<file path="config.mk">
export PLATFORM = sky130hd
export DESIGN_NAME = seg_guard
export DESIGN_NICKNAME = d
export VERILOG_FILES = /design/src/rtl/seg_guard_pkg.sv /design/src/rtl/seg_limit_unit.sv /design/src/rtl/seg_rights_unit.sv /design/src/rtl/seg_guard.sv
export SDC_FILE = /design/constraint.sdc
export NUM_CORES = 1
export LEC_CHECK = 0
export ABC_CLOCK_PERIOD_IN_PS = 7000
export BUFFER_PORTS_ARGS = -buffer_cell sky130_fd_sc_hd__buf_2
export CAP_MARGIN = 20
export CORE_MARGIN = 2
export CORE_UTILIZATION = 45
export DETAILED_ROUTE_END_ITERATION = 10
export PLACE_DENSITY = 0.68
export REMOVE_ABC_BUFFERS = 1
export SLEW_MARGIN = 15
export SYNTH_ARGS = -nofsm -noshare
export SYNTH_HDL_FRONTEND = slang
export SYNTH_SLANG_ARGS = --single-unit
</file>
<file path="constraint.sdc">
create_clock -name clk -period 7 [get_ports clk]
set_clock_uncertainty 0.2 [all_clocks]
set_input_delay 0.35 -clock clk [delete_from_list [all_inputs] [get_ports clk]]
set_output_delay 0.35 -clock clk [all_outputs]
set_load 0.005 [all_outputs]
</file>
<file path="src/rtl/seg_guard_pkg.sv">
package seg_guard_pkg;
  typedef enum logic [1:0] {
    KIND_READ  = 2'd0,
    KIND_WRITE = 2'd1,
    KIND_FETCH = 2'd2,
    KIND_RSVD  = 2'd3
  } kind_e;

  typedef enum logic [1:0] {
    VERD_OK    = 2'd0,
    VERD_LIMIT = 2'd1,
    VERD_TYPE  = 2'd2,
    VERD_PRIV  = 2'd3
  } verdict_e;
endpackage

</file>
<file path="src/rtl/seg_limit_unit.sv">
module seg_limit_unit #(
  parameter int ADDR_W  = 32,
  parameter int LIM_W   = 20,
  parameter int LEN_W   = 2,
  parameter int SHORT_W = 16
) (
  input  logic [ADDR_W-1:0] eff_off,
  input  logic [LEN_W-1:0]  len_m1,
  input  logic [LIM_W-1:0]  lim_field,
  input  logic              gran,
  input  logic              grows_down,
  input  logic              def32,
  input  logic              bypass,
  output logic              limit_fault
);
  localparam int GRAN_SH = ADDR_W - LIM_W;

  logic [ADDR_W-1:0] eff_lim;
  logic [ADDR_W:0]   last_ext;
  logic [ADDR_W-1:0] last_byte;
  logic [ADDR_W-1:0] down_ceiling;
  logic              carry;
  logic              up_fault;
  logic              dn_fault;

  always_comb begin
    if (gran) eff_lim = {lim_field, {GRAN_SH{1'b1}}};
    else      eff_lim = {{GRAN_SH{1'b0}}, lim_field};

    last_ext  = {1'b0, eff_off} + {{(ADDR_W+1-LEN_W){1'b0}}, len_m1};
    carry     = last_ext[ADDR_W];
    last_byte = last_ext[ADDR_W-1:0];

    if (def32) down_ceiling = {ADDR_W{1'b1}};
    else       down_ceiling = {{(ADDR_W-SHORT_W){1'b0}}, {SHORT_W{1'b1}}};

    up_fault = carry || (last_byte > eff_lim);
    dn_fault = carry || (eff_off <= eff_lim) || (last_byte > down_ceiling);

    limit_fault = !bypass && (grows_down ? dn_fault : up_fault);
  end
endmodule

</file>
<file path="src/rtl/seg_rights_unit.sv">
module seg_rights_unit
  import seg_guard_pkg::*;
#(
  parameter int PL_W = 2
) (
  input  logic [PL_W-1:0] rpl,
  input  logic [PL_W-1:0] dpl,
  input  logic            is_code,
  input  logic            rw_ok,
  input  logic [1:0]      kind,
  output logic            priv_fault,
  output logic            type_fault
);
  always_comb begin
    priv_fault = (rpl > dpl);
    type_fault = 1'b0;
    if (is_code) begin
      case (kind)
        KIND_WRITE: type_fault = 1'b1;
        KIND_FETCH: type_fault = 1'b0;
        default:    type_fault = !rw_ok;
      endcase
    end else begin
      case (kind)
        KIND_WRITE: type_fault = !rw_ok;
        KIND_FETCH: type_fault = 1'b1;
        default:    type_fault = 1'b0;
      endcase
    end
  end
endmodule

</file>
<file path="src/rtl/seg_guard.sv">
module seg_guard
  import seg_guard_pkg::*;
#(
  parameter int ADDR_W  = 32,
  parameter int LIM_W   = 20,
  parameter int LEN_W   = 2,
  parameter int PL_W    = 2,
  parameter int SHORT_W = 16
) (
  input  logic              clk,
  input  logic              rst,
  input  logic              req_valid,
  input  logic [ADDR_W-1:0] seg_base,
  input  logic [LIM_W-1:0]  seg_limit,
  input  logic [PL_W-1:0]   seg_dpl,
  input  logic              seg_is_code,
  input  logic              seg_rw,
  input  logic              seg_down,
  input  logic              seg_gran,
  input  logic              seg_def32,
  input  logic              seg_long,
  input  logic [PL_W-1:0]   req_rpl,
  input  logic [ADDR_W-1:0] req_offset,
  input  logic [LEN_W-1:0]  req_len_m1,
  input  logic [1:0]        req_kind,
  output logic              out_valid,
  output logic [ADDR_W-1:0] out_linear,
  output logic [1:0]        out_verdict
);
  localparam int HI_W = ADDR_W - SHORT_W;

  logic              flat_code;
  logic              grows_down;
  logic              wide_off;
  logic [ADDR_W-1:0] eff_off;
  logic [ADDR_W-1:0] linear_nxt;
  logic              limit_fault;
  logic              priv_fault;
  logic              type_fault;
  verdict_e          verdict_nxt;

  assign flat_code  = seg_is_code && seg_long;
  assign grows_down = !seg_is_code && seg_down;
  assign wide_off   = seg_def32 || flat_code;

  generate
    if (HI_W > 0) begin : g_mask
      assign eff_off = wide_off ? req_offset
                                : {{HI_W{1'b0}}, req_offset[SHORT_W-1:0]};
    end else begin : g_nomask
      assign eff_off = req_offset;
    end
  endgenerate

  assign linear_nxt = flat_code ? eff_off : (seg_base + eff_off);

  seg_limit_unit #(
    .ADDR_W (ADDR_W),
    .LIM_W  (LIM_W),
    .LEN_W  (LEN_W),
    .SHORT_W(SHORT_W)
  ) limit_i (
    .eff_off    (eff_off),
    .len_m1     (req_len_m1),
    .lim_field  (seg_limit),
    .gran       (seg_gran),
    .grows_down (grows_down),
    .def32      (seg_def32),
    .bypass     (flat_code),
    .limit_fault(limit_fault)
  );

  seg_rights_unit #(
    .PL_W(PL_W)
  ) rights_i (
    .rpl       (req_rpl),
    .dpl       (seg_dpl),
    .is_code   (seg_is_code),
    .rw_ok     (seg_rw),
    .kind      (req_kind),
    .priv_fault(priv_fault),
    .type_fault(type_fault)
  );

  always_comb begin
    if (priv_fault)       verdict_nxt = VERD_PRIV;
    else if (type_fault)  verdict_nxt = VERD_TYPE;
    else if (limit_fault) verdict_nxt = VERD_LIMIT;
    else                  verdict_nxt = VERD_OK;
  end

  always_ff @(posedge clk) begin
    if (rst) begin
      out_valid   <= 1'b0;
      out_linear  <= '0;
      out_verdict <= VERD_OK;
    end else begin
      out_valid <= req_valid;
      if (req_valid) begin
        out_linear  <= linear_nxt;
        out_verdict <= verdict_nxt;
      end
    end
  end
endmodule

</file>
==> results.md <==
- Status: finished, final reports clean
- Hold Vio Cnt, Final: 0
- Worst-Margin Slew: 0.8510 ns
- Post-Layout Cell Count: 1,125
- Mapped Cells: 835
- Io pins: 136
- Mapped Area: 6221 µm²
- Largest net degree at the start of global routing: 69
- Final Instance Area: 7172 µm²
- Post-DP HPWL: 15,760 µm
- Clock transition at the registers of the reported paths: 0.06 ns
- HP Class: input port to register
- Initial antenna violation count: 0
- Final Net Count: 1,168
- Die Ht: 121.6 µm
- Critical-path maximum fanout: 6
- Crit path top cell by count: nand4_1
- Vias in the first global route: 6,312
- Avg WL per Cell: 17.34 µm
- Worst-path cell chain: buf_2 > ha_1 > inv_1 > fa_1 > nor2b_1 > nand4_1 > nor4_1 > nand4_1 > xnor2_1 > ha_1 > nand4_1 > nor3_1 > nand4b_1 > and3b_1 > o2111ai_1 > a21oi_1 > a211oi_1 > a21o_1
- Site row count: 42
- Hold-fix buffers at CTS: 0
- Routed Antenna Nets: 0
- Area leader, netlist: ha_1
- Routability cong.: 1.028
- Total Negative Setup Slacks: 0 ns
- Layout cells sized above 1: 16.86%
- First-pass GRT wire length: 31,730 µm
- Crit path kind: input port to register
- RSZ-0062 raised after global routing: no
- Final worst-path cycle share: 63.92%
- All-Layer GR Usage: 26.97%
- Chip Width: 121.6 µm
- Starting Density: 46.61%
- Leak pwr: 3.422 nW
- Clk buf depth: 2
- Vias per cell: 5.911
- Num CTS Buffers: 5
- Max_cap viols: 0
- Initial drt markers: 368
- Area contributors post-synth: ha_1 (24%), dfxtp_1 (11%), nor2_1 (5.4%)
- Worst flop-to-flop path startpoint: out_verdict[0]
- Clk_lat worst skew: 0.30 ns
- Core area: 13,350 µm²
- PortBufs: 135
- # H-tree levels: 2
- Minimum clock period: 4.474 ns
- Post-DP Area: 7012 µm²
- Fin worst setup slack: 2.526 ns
- # diodes: 0
- Dpl ws: 2.331 ns
- Worst path required time: 6.99 ns
- Slew HR: 42.74%
- Register bit total from synthesis: 35
- CP max stage cell: nor4_1
- Util after Layout: 53.73%
- # DRC: 0
- Die area: 14,780 µm²
- Fmax: 223.5 MHz
- Post_cts resized: 0
- Max Transition Viols Final: 0
- Worst path arrival time: 4.46 ns
- Clock root cell: clkbuf_16
- Cells after DPL: 1,117
- # setup viols final: 0
- Critical Path Source: req_offset[0]
- Ys async rst share: 0%
- CTS sink cnt: 35
- VDD IR max: 0.08618 mV
- Power Dens Cells: 133.7 nW/µm²
- Most common flop cell mapped by yosys: dfxtp_1
- Largest stage delay, worst path: 0.78 ns
- Hold Crit Start: req_offset[0]
- TritonCTS clock tree: yes
- Startpoint Class: input port
- Worst setup EP type: register
- # Post-CTS Setup Buffers: 0
- Seq/Total Area, Yosys: 11.26%
- Post-Route WL: 19,510 µm
- Gr ovfl total: 0
- First-pass iteration count of the detailed router: 5
- Share of the synthesized area in the top cell type: 23.53%
- Vias post-DR: 6,650
- Yosys cell types: 67
- Number of synthesized flops with an enable pin: 0
- P&R area growth vs syn: 15.29%
- Syn Area/Cell: 7.450 µm²
- Synth warn: 0
-- worst max-delay path, delay by kind of cell --
kind	cells	cell delay, ns
compound gates	4	0.59
xor+xnor	1	0.19
fa+ha+maj	3	0.97
buf+inv	2	0.18
simple gates	8	2.18
-- per-stage QoR --
| stage | hold WS (ns) | power [mW] |
|---|---|---|
| 2_1_floorplan | 0.2179 | 0.5415 |
| 3_3_place_gp | 0.2551 | 0.6974 |
| 3_5_place_dp | 0.2586 | 0.7004 |
| 4_1_cts | 0.1504 | 0.9604 |
| 5_1_grt | 0.1568 | 1.034 |
| 6_report | 0.1559 | 0.9586 |
-- final cells by class --
type | instances | area, µm²
timing repair buffer | 138 | 698.2
inverter | 28 | 105.1
fill | 1356 | 6176
sequential | 35 | 700.7
clock inverter | 1 | 7.507
tap | 176 | 220.2
clock buffer | 7 | 152.6
multi-input combinational | 740 | 5288
-- layout by cell type (no fill, tap or decap), types with 4 or more instances in the layout --
cell type / netlist / routed
inv_1: 28 / 28
o31ai_1: 5 / 5
nor2b_1: 10 / 10
a31oi_1: 4 / 4
ha_1: 117 / 117
o211ai_1: 6 / 6
a21oi_1: 47 / 47
xor2_1: 22 / 22
nand3_1: 23 / 23
nor4_1: 5 / 5
nand4_1: 31 / 31
and3_1: 7 / 7
and2_1: 16 / 16
o21bai_1: 6 / 6
a21o_1: 35 / 35
a311oi_1: 17 / 17
dfxtp_1: 35 / 35
nor3_1: 18 / 18
buf_2: 4 / 135
a211oi_1: 20 / 20
or3_1: 5 / 5
clkbuf_16: 0 / 5
xnor2_1: 22 / 22
mux2i_1: 12 / 12
o21a_1: 14 / 14
nand2_1: 83 / 83
nor2_1: 90 / 90
nand2b_1: 10 / 10
and4_1: 7 / 7
o21ai_0: 43 / 43
nor3b_1: 5 / 5
a211o_1: 6 / 6
-- cell families after synthesis --
group | synth area share, %
muxes | 1.931
AOI/OAI and AO/OA | 26.31
buffers and inverters | 3.741
xor gates and xnor gates | 6.195
and+or+nand+nor | 26.39
DFF | 11.26
adders and majority gates | 24.18
-- flip-flops by register name (all words and copies together), names as in the netlist --
register,cells
out_valid,1
out_verdict,2
out_linear,32
-- metal layers --
layer	track usage, %	up-vias	wire, µm
li1	-	3358	-
met1	35.80	3047	8828
met2	44.17	203	8976
met3	4.073	42	1039
met4	10.27	0	670
met5	0	-	0
-- synthesized netlist by cell type, types with 4 or more instances --
library cell and n:
nand3_1 23, a311oi_1 17, nor4_1 5, buf_2 4, a211o_1 6, xnor2_1 22
and2_1 16, nor3b_1 5, or3_1 5, a21oi_1 47, dfxtp_1 35, o21ai_0 43
o31ai_1 5, and3_1 7, nand2b_1 10, nand2_1 83, a31oi_1 4, xor2_1 22
a211oi_1 20, nor3_1 18, nand4_1 31, clkbuf_1 23, o21a_1 14, mux2i_1 12
inv_1 28, and4_1 7, a21o_1 35, nor2_1 90, o211ai_1 6, nor2b_1 10
o21bai_1 6, ha_1 117
-- path summary, 6_finish.rpt --
| check | endpoint | cells after the start | slack, ns |
|---|---|---|---|
| min | out_linear[0] | 3 | 0.16 |
| min reg2reg | out_linear[22] | 2 | 0.27 |
| max reg2reg | out_verdict[0] | 5 | 5.79 |
| max | out_verdict[0] | 18 | 2.53 |
-- where the power goes --
group	switching [mW]	internal, mW	leakage (nW)
sequential	0.00871	0.219	0.291
clock	0.103	0.152	0.0761
combinational	0.275	0.202	3.06
total	0.386	0.573	3.42
(Power assumes the default switching activity.)
